**config.mk**
```make
export PLATFORM = sky130hd
export DESIGN_NAME = evtmon_top
export DESIGN_NICKNAME = d
export VERILOG_FILES = /design/src/rtl/evtmon_pkg.sv /design/src/rtl/evtmon_ctrl.sv /design/src/rtl/evtmon_counter.sv /design/src/rtl/evtmon_irq.sv /design/src/rtl/evtmon_top.sv
export SDC_FILE = /design/constraint.sdc
export NUM_CORES = 1
export LEC_CHECK = 0
export BUFFER_PORTS_ARGS = -buffer_cell sky130_fd_sc_hd__buf_4
export CORE_MARGIN = 3
export CORE_UTILIZATION = 61
export DETAILED_ROUTE_END_ITERATION = 16
export PLACE_DENSITY = 0.8
export SYNTH_ARGS = -nofsm -noshare
export SYNTH_HDL_FRONTEND = slang
export SYNTH_HIERARCHICAL = 1
export SYNTH_SLANG_ARGS = --single-unit
```
**constraint.sdc**
```tcl
create_clock -name clk -period 5.95 [get_ports clk]
set_input_delay 0 -clock clk [delete_from_list [all_inputs] [get_ports clk]]
set_output_delay 0 -clock clk [all_outputs]
set_load 0.05 [all_outputs]
```
**src/rtl/evtmon_pkg.sv**
```systemverilog
package evtmon_pkg;
  localparam int unsigned CNT_W   = 32;
  localparam int unsigned SEL_W   = 5;
  localparam int unsigned N_CNT   = 4;
  localparam int unsigned NUM_W   = 10;

  // mode register A field positions
  localparam int unsigned A_SEL1_LO = 0;
  localparam int unsigned A_SEL2_LO = 5;
  localparam int unsigned A_GIE     = 16;
  localparam int unsigned A_C1CTL   = 17;
  localparam int unsigned A_CNCTL   = 18;
  localparam int unsigned A_FRZ     = 19;
  localparam logic [CNT_W-1:0] A_MASK = 32'h000F_03FF;

  // mode register B field positions
  localparam int unsigned B_SEL3_LO = 27;
  localparam int unsigned B_SEL4_LO = 22;
  localparam logic [CNT_W-1:0] B_MASK = 32'hFFC0_0000;

  typedef logic [SEL_W-1:0] sel_t;
endpackage

```
**src/rtl/evtmon_ctrl.sv**
```systemverilog
module evtmon_ctrl
  import evtmon_pkg::*;
#(
  parameter logic [NUM_W-1:0] NUM_A   = 10'd952,
  parameter logic [NUM_W-1:0] NUM_B   = 10'd956,
  parameter logic [NUM_W-1:0] NUM_USR = 10'd940
) (
  input  logic             clk,
  input  logic             rst_ni,
  input  logic [NUM_W-1:0] spr_num,
  input  logic             spr_wr,
  input  logic [CNT_W-1:0] spr_wdata,
  output logic [CNT_W-1:0] mode_a,
  output logic [CNT_W-1:0] mode_b,
  output sel_t             sel [N_CNT],
  output logic             gie,
  output logic             c1ctl,
  output logic             cnctl,
  output logic             frz
);
  logic [CNT_W-1:0] a_q, a_d, b_q, b_d;
  logic             a_en, b_en;

  assign a_en = spr_wr && (spr_num == NUM_A);
  assign b_en = spr_wr && (spr_num == NUM_B);

  always_comb begin
    a_d = a_q;
    b_d = b_q;
    if (a_en) a_d = spr_wdata & A_MASK;
    if (b_en) b_d = spr_wdata & B_MASK;
  end

  always_ff @(posedge clk or negedge rst_ni) begin
    if (!rst_ni) begin
      a_q <= '0;
      b_q <= '0;
    end else begin
      if (a_en) a_q <= a_d;
      if (b_en) b_q <= b_d;
    end
  end

  assign mode_a = a_q;
  assign mode_b = b_q;
  assign sel[0] = a_q[A_SEL1_LO +: SEL_W];
  assign sel[1] = a_q[A_SEL2_LO +: SEL_W];
  assign sel[2] = b_q[B_SEL3_LO +: SEL_W];
  assign sel[3] = b_q[B_SEL4_LO +: SEL_W];
  assign gie    = a_q[A_GIE];
  assign c1ctl  = a_q[A_C1CTL];
  assign cnctl  = a_q[A_CNCTL];
  assign frz    = a_q[A_FRZ];


  usr_wr_ignored_chk: assert property (@(posedge clk) disable iff (!rst_ni)
    (spr_wr && spr_num == NUM_USR) |=> $stable(b_q));
endmodule

```
**src/rtl/evtmon_counter.sv**
```systemverilog
module evtmon_counter #(
  parameter int unsigned W = 32
) (
  input  logic         clk,
  input  logic         rst_ni,
  input  logic         wr_en,
  input  logic [W-1:0] wdata,
  input  logic         evt,
  input  logic         freeze,
  output logic [W-1:0] cnt
);
  logic [W-1:0] cnt_q, cnt_d;
  logic         inc_en, upd_en;

  assign inc_en = evt && !freeze;
  assign upd_en = wr_en || inc_en;

  always_comb begin
    cnt_d = cnt_q;
    if (wr_en) begin
      cnt_d = wdata;
    end else if (inc_en) begin
      if (cnt_q[W-1]) cnt_d = {1'b1, cnt_q[W-2:0] + 1'b1};
      else            cnt_d = cnt_q + 1'b1;
    end
  end

  always_ff @(posedge clk or negedge rst_ni) begin
    if (!rst_ni)     cnt_q <= '0;
    else if (upd_en) cnt_q <= cnt_d;
  end

  assign cnt = cnt_q;


  ovf_sticky_chk: assert property (@(posedge clk) disable iff (!rst_ni)
    (cnt_q[W-1] && !wr_en) |=> cnt_q[W-1]);

  hold_chk: assert property (@(posedge clk) disable iff (!rst_ni)
    (!wr_en && (!evt || freeze)) |=> $stable(cnt_q));

  wr_load_chk: assert property (@(posedge clk) disable iff (!rst_ni)
    wr_en |=> (cnt_q == $past(wdata)));

  step_chk: assert property (@(posedge clk) disable iff (!rst_ni)
    (!wr_en && evt && !freeze && !cnt_q[W-1]) |=> (cnt_q == $past(cnt_q) + 1'b1));
endmodule

```
**src/rtl/evtmon_irq.sv**
```systemverilog
module evtmon_irq #(
  parameter int unsigned N = 4
) (
  input  logic         clk,
  input  logic         rst_ni,
  input  logic [N-1:0] top_bits,
  input  logic         gie,
  input  logic         c1ctl,
  input  logic         cnctl,
  input  logic         ext_en,
  output logic         pending,
  output logic         req
);
  logic hit1, hitn;

  assign hit1    = c1ctl && top_bits[0];
  assign hitn    = cnctl && (|top_bits[N-1:1]);
  assign pending = gie && (hit1 || hitn);
  assign req     = pending && ext_en;


  req_on_enable_chk: assert property (@(posedge clk) disable iff (!rst_ni)
    ($rose(ext_en) && pending) |-> req);
endmodule

```
**src/rtl/evtmon_top.sv**
```systemverilog
module evtmon_top
  import evtmon_pkg::*;
#(
  parameter logic [NUM_W-1:0] NUM_A   = 10'd952,
  parameter logic [NUM_W-1:0] NUM_B   = 10'd956,
  parameter logic [NUM_W-1:0] NUM_USR = 10'd940,
  parameter logic [NUM_W-1:0] NUM_C1  = 10'd953,
  parameter logic [NUM_W-1:0] NUM_C2  = 10'd954,
  parameter logic [NUM_W-1:0] NUM_C3  = 10'd957,
  parameter logic [NUM_W-1:0] NUM_C4  = 10'd958
) (
  input  logic             clk,
  input  logic             rst_n,
  input  logic [NUM_W-1:0] spr_num,
  input  logic             spr_wr,
  input  logic             spr_rd,
  input  logic [CNT_W-1:0] spr_wdata,
  output logic [CNT_W-1:0] spr_rdata,
  input  logic [CNT_W-1:0] evt_vec,
  input  logic             ext_irq_en,
  output logic             irq_pending,
  output logic             irq_req
);
  localparam logic [NUM_W-1:0] CNT_NUM [N_CNT] = '{NUM_C1, NUM_C2, NUM_C3, NUM_C4};

  // reset: asserted asynchronously, released on the clock
  logic [1:0] rst_sync_q;
  logic       rst_ni;
  always_ff @(posedge clk or negedge rst_n) begin
    if (!rst_n) rst_sync_q <= 2'b00;
    else        rst_sync_q <= {rst_sync_q[0], 1'b1};
  end
  assign rst_ni = rst_sync_q[1];

  logic [CNT_W-1:0] mode_a, mode_b;
  sel_t             sel [N_CNT];
  logic             gie, c1ctl, cnctl, frz, frozen;
  logic [CNT_W-1:0] cnt [N_CNT];
  logic [N_CNT-1:0] top_bits;

  evtmon_ctrl #(.NUM_A(NUM_A), .NUM_B(NUM_B), .NUM_USR(NUM_USR)) ctrl_i (
    .clk(clk), .rst_ni(rst_ni), .spr_num(spr_num), .spr_wr(spr_wr),
    .spr_wdata(spr_wdata), .mode_a(mode_a), .mode_b(mode_b), .sel(sel),
    .gie(gie), .c1ctl(c1ctl), .cnctl(cnctl), .frz(frz)
  );

  assign frozen = frz && irq_pending;

  for (genvar i = 0; i < N_CNT; i++) begin : g_cnt
    logic evt_hit, wr_hit;
    assign evt_hit = (sel[i] != '0) && evt_vec[sel[i]];
    assign wr_hit  = spr_wr && (spr_num == CNT_NUM[i]);
    evtmon_counter #(.W(CNT_W)) cnt_i (
      .clk(clk), .rst_ni(rst_ni), .wr_en(wr_hit), .wdata(spr_wdata),
      .evt(evt_hit), .freeze(frozen), .cnt(cnt[i])
    );
    assign top_bits[i] = cnt[i][CNT_W-1];
  end

  evtmon_irq #(.N(N_CNT)) irq_i (
    .clk(clk), .rst_ni(rst_ni), .top_bits(top_bits), .gie(gie),
    .c1ctl(c1ctl), .cnctl(cnctl), .ext_en(ext_irq_en),
    .pending(irq_pending), .req(irq_req)
  );

  always_comb begin
    spr_rdata = '0;
    if (spr_rd) begin
      if (spr_num == NUM_A) spr_rdata = mode_a;
      if (spr_num == NUM_B || spr_num == NUM_USR) spr_rdata = mode_b;
      for (int i = 0; i < N_CNT; i++)
        if (spr_num == CNT_NUM[i]) spr_rdata = cnt[i];
    end
  end


  pending_source_chk: assert property (@(posedge clk) disable iff (!rst_ni)
    irq_pending |-> (gie && (|top_bits)));

  freeze_all_chk: assert property (@(posedge clk) disable iff (!rst_ni)
    (frozen && !spr_wr) |=> ($stable(cnt[0]) && $stable(cnt[1]) &&
                             $stable(cnt[2]) && $stable(cnt[3])));
endmodule

```
==> impl_results.md <==
* Status: complete, no violations
* Setup Skew at 0.008526 ns
* Worst hold path stage count at 4
* Antenna viol nets, final at 0
* Fmax at 279.9 MHz
* Initial Util at 62.96%
* Yosys top cell area share at 31.04%
* Gr ovfl total at 0
* Global placer's final weighted congestion at 0.9510
* Reg clk slew, reported paths at 0.07 ns
* Hpwl dp at 27490 um
* Clock sink total at 154
* Iteration-0 DRC Markers at 1468
* YS warnings at 6
* Die area at 22100 sq um
* Final-report max-slew violation count at 0
* Max-slew headroom at 15.45%
* CTS Buffer Depth at 2
* Mapped Avg Cell Area at 8.609 sq um
* Buffers added on ports at 111
* Post-synth top area cell: dfrtp_1
* Area contributors post-synth: dfrtp_1, o21ai_0, nand2_1
* RSZ-0062 raised after global routing: no
* CTS Buf Count at 17
* Initial antenna violation count at 0
* Setup tns final at 0 ns
* Area Growth Syn to Fin at 11.17%
* Post-synthesis sequential area ratio at 31.04%
* Cell count after placement at 1703
* Synth Cell Area at 12410 sq um
* Final Hold Fails at 0
* Reg2reg path depth at 10
* Diode count at 0
* Core box area at 19720 sq um
* Routed via count at 11450
* DP Area at 12860 sq um
* Crit path launch type: flip-flop
* Root Driver: clkbuf_16
* Die height at 148.7 um
* Vias in the first global route at 10940
* Fill count at 1532
* Setup-failing EPs final at 0
* Post-synth EDFFs at 0
* Arrival @ worst endpoint at 3.93 ns
* Async S/R FF share, synth at 100.0%
* Global-route wire length before repair at 60500 um
* Final net count at 1574
* # resized after CTS at 0
* Leak at 5.407 nW
* Period minus WS final at 3.573 ns
* Peak supply drop at 0.2184 mV
* Num ports at 113
* Min Hold Slack at 0.1566 ns
* Commonest non-fill, non-tap cell in the layout: nand2_1
* Synth Flop Type: dfrtp_1
* WP data required at 6.30 ns
* Worst hold path class: in -> reg
* CTS tree: yes
* Final non-filler cell total at 1769
* Rows at 51
* Crit-path max FO at 11
* Cell Pwr Density at 188.9 nW/um^2
* Final Cycle Share at 60.04%
* Via density per instance at 6.473
* Design area at 13800 sq um
* HP Start: spr_num[9]
* Count of cell types in the netlist at 59
* DRT Wirelength at 38690 um
* Total track usage at 34.88%
* Kind of critical path: reg -> reg
* H-tree levels at 4
* Worst Setup SP: ctrl_i/mode_b[22]
* Max_cap viols at 0
* Layout cells sized above 1 at 19.15%
* Detailed Routing Iterations Pass 1 at 6
* Reg-to-Reg Start: ctrl_i/mode_b[22]
* Pin slew with the least headroom to its limit at 1.259 ns
* Commonest non-fill, non-tap cells in the layout: nand2_1, dfrtp_1, o21ai_0
* Worst skew pair latency at 0.43 ns
* Chip width at 148.7 um
* Residual DRC at 0
* Cells after synthesis at 1442
* #FFs+latches synth at 154
* Crit. End Element: flip-flop
* Routed length per instance at 21.87 um
* Largest net degree at the start of global routing at 74
[routing by layer]
metal | share of wire, % | vias up | track usage [%]
met5 | 0 | - | 0
met4 | 3.6 | 0 | 12.10
met3 | 12 | 99 | 6.795
met2 | 44 | 714 | 53.03
met1 | 41 | 5459 | 50.14
li1 | - | 5178 | -
[path summary, 6_finish.rpt]
| kind | to | slack (ns) |
|---|---|---|
| worst max-delay path | g_cnt[3].cnt_i/cnt[30] | 2.38 |
| worst min-delay path | ctrl_i/mode_b[22] | 0.16 |
| worst max register to register | g_cnt[3].cnt_i/cnt[30] | 2.38 |
| worst min register to register | rst_sync_q[1] | 0.36 |
| max in group asynchronous | g_cnt[2].cnt_i/cnt[9] | 4.20 |
| min in group asynchronous | rst_sync_q[1] | 0.42 |
[critical path, stage by stage (launching register included)]
cell,delay [ns]
dfrtp_1,0.55
mux4_2,0.42
nor2b_1,0.04
nor3_1,0.18
a211oi_1,0.07
a21oi_1,0.50
nor2b_1,0.45
and3_1,0.50
nand4_1,0.23
or3_1,0.37
a31oi_1,0.17
[repair_timing]
action                                 CTS  global route
endpoints found under the hold margin  154             0
setup endpoints to repair                0             0
hold buffers                            34             0
buffers inserted                         0             0
[cell families after synthesis]
kind of cell	Yosys count	share of synthesized area, %
AND/OR/NAND/NOR	541	23.39
AO/OA/AOI/OAI	373	20.07
buffers and inverters	181	8.315
multiplexers	71	8.537
adder cells (fa/ha/maj)	4	0.4032
XOR/XNOR	116	8.184
flip-flops	154	31.04
other	2	0.06049
[flip-flops by register name, summed over array words and instances (netlist names)]
| name | flops |
|---|---|
| ctrl_i/mode_a | 14 |
| ctrl_i/mode_b | 10 |
| rst_sync_q | 2 |
| g_cnt.cnt_i/cnt | 128 |
[area by class of cell]
cell class	instances	area, sq um	area share [%]
clock buffers	20	456.7	3.309
multi-input cells	1146	7711	55.88
well taps	265	331.6	2.403
repair buffers	153	1234	8.939
flip-flops and latches	154	3857	27.95
inverters	19	71.32	0.5168
clock inverters	12	138.9	1.006
[power breakdown]
| part | internal (mW) | total [mW] | switching, mW | leakage, nW |
|---|---|---|---|---|
| Clock | 0.645 | 1.12 | 0.473 | 0.280 |
| Combinational | 0.143 | 0.326 | 0.183 | 3.00 |
| Sequential | 1.09 | 1.16 | 0.0710 | 2.13 |
| Total | 1.88 | 2.61 | 0.727 | 5.41 |
[stage by stage]
stage / power, mW / setup slack [ns] / utilization [%]
6_report: 2.608 / 2.377 / 69.99
5_1_grt: 2.696 / 2.208 / 69.99
4_1_cts: 2.605 / 2.412 / 69.99
3_5_place_dp: 1.478 / 2.440 / 65.25
3_3_place_gp: 1.464 / 2.535 / 65.25
2_1_floorplan: 1.366 / 1.341 / -
[synth_stat cells, types with 10 or more instances]
cell / n
nand2_1: 183
dfrtp_1: 154
o21ai_0: 140
nor2_1: 121
a21oi_1: 71
buf_4: 66
clkbuf_1: 60
xor2_1: 60
xnor2_1: 56
nand3_1: 51
mux2_2: 39
nand4_1: 32
nor3_1: 32
a211oi_1: 27
buf_2: 24
mux4_2: 24
o21bai_1: 23
o2bb2ai_1: 23
and2_1: 21
and3_1: 21
inv_1: 19
a2111oi_2: 17
a31oi_1: 17
nor2b_1: 15
buf_6: 10
Power figures use the tool's default switching activity.
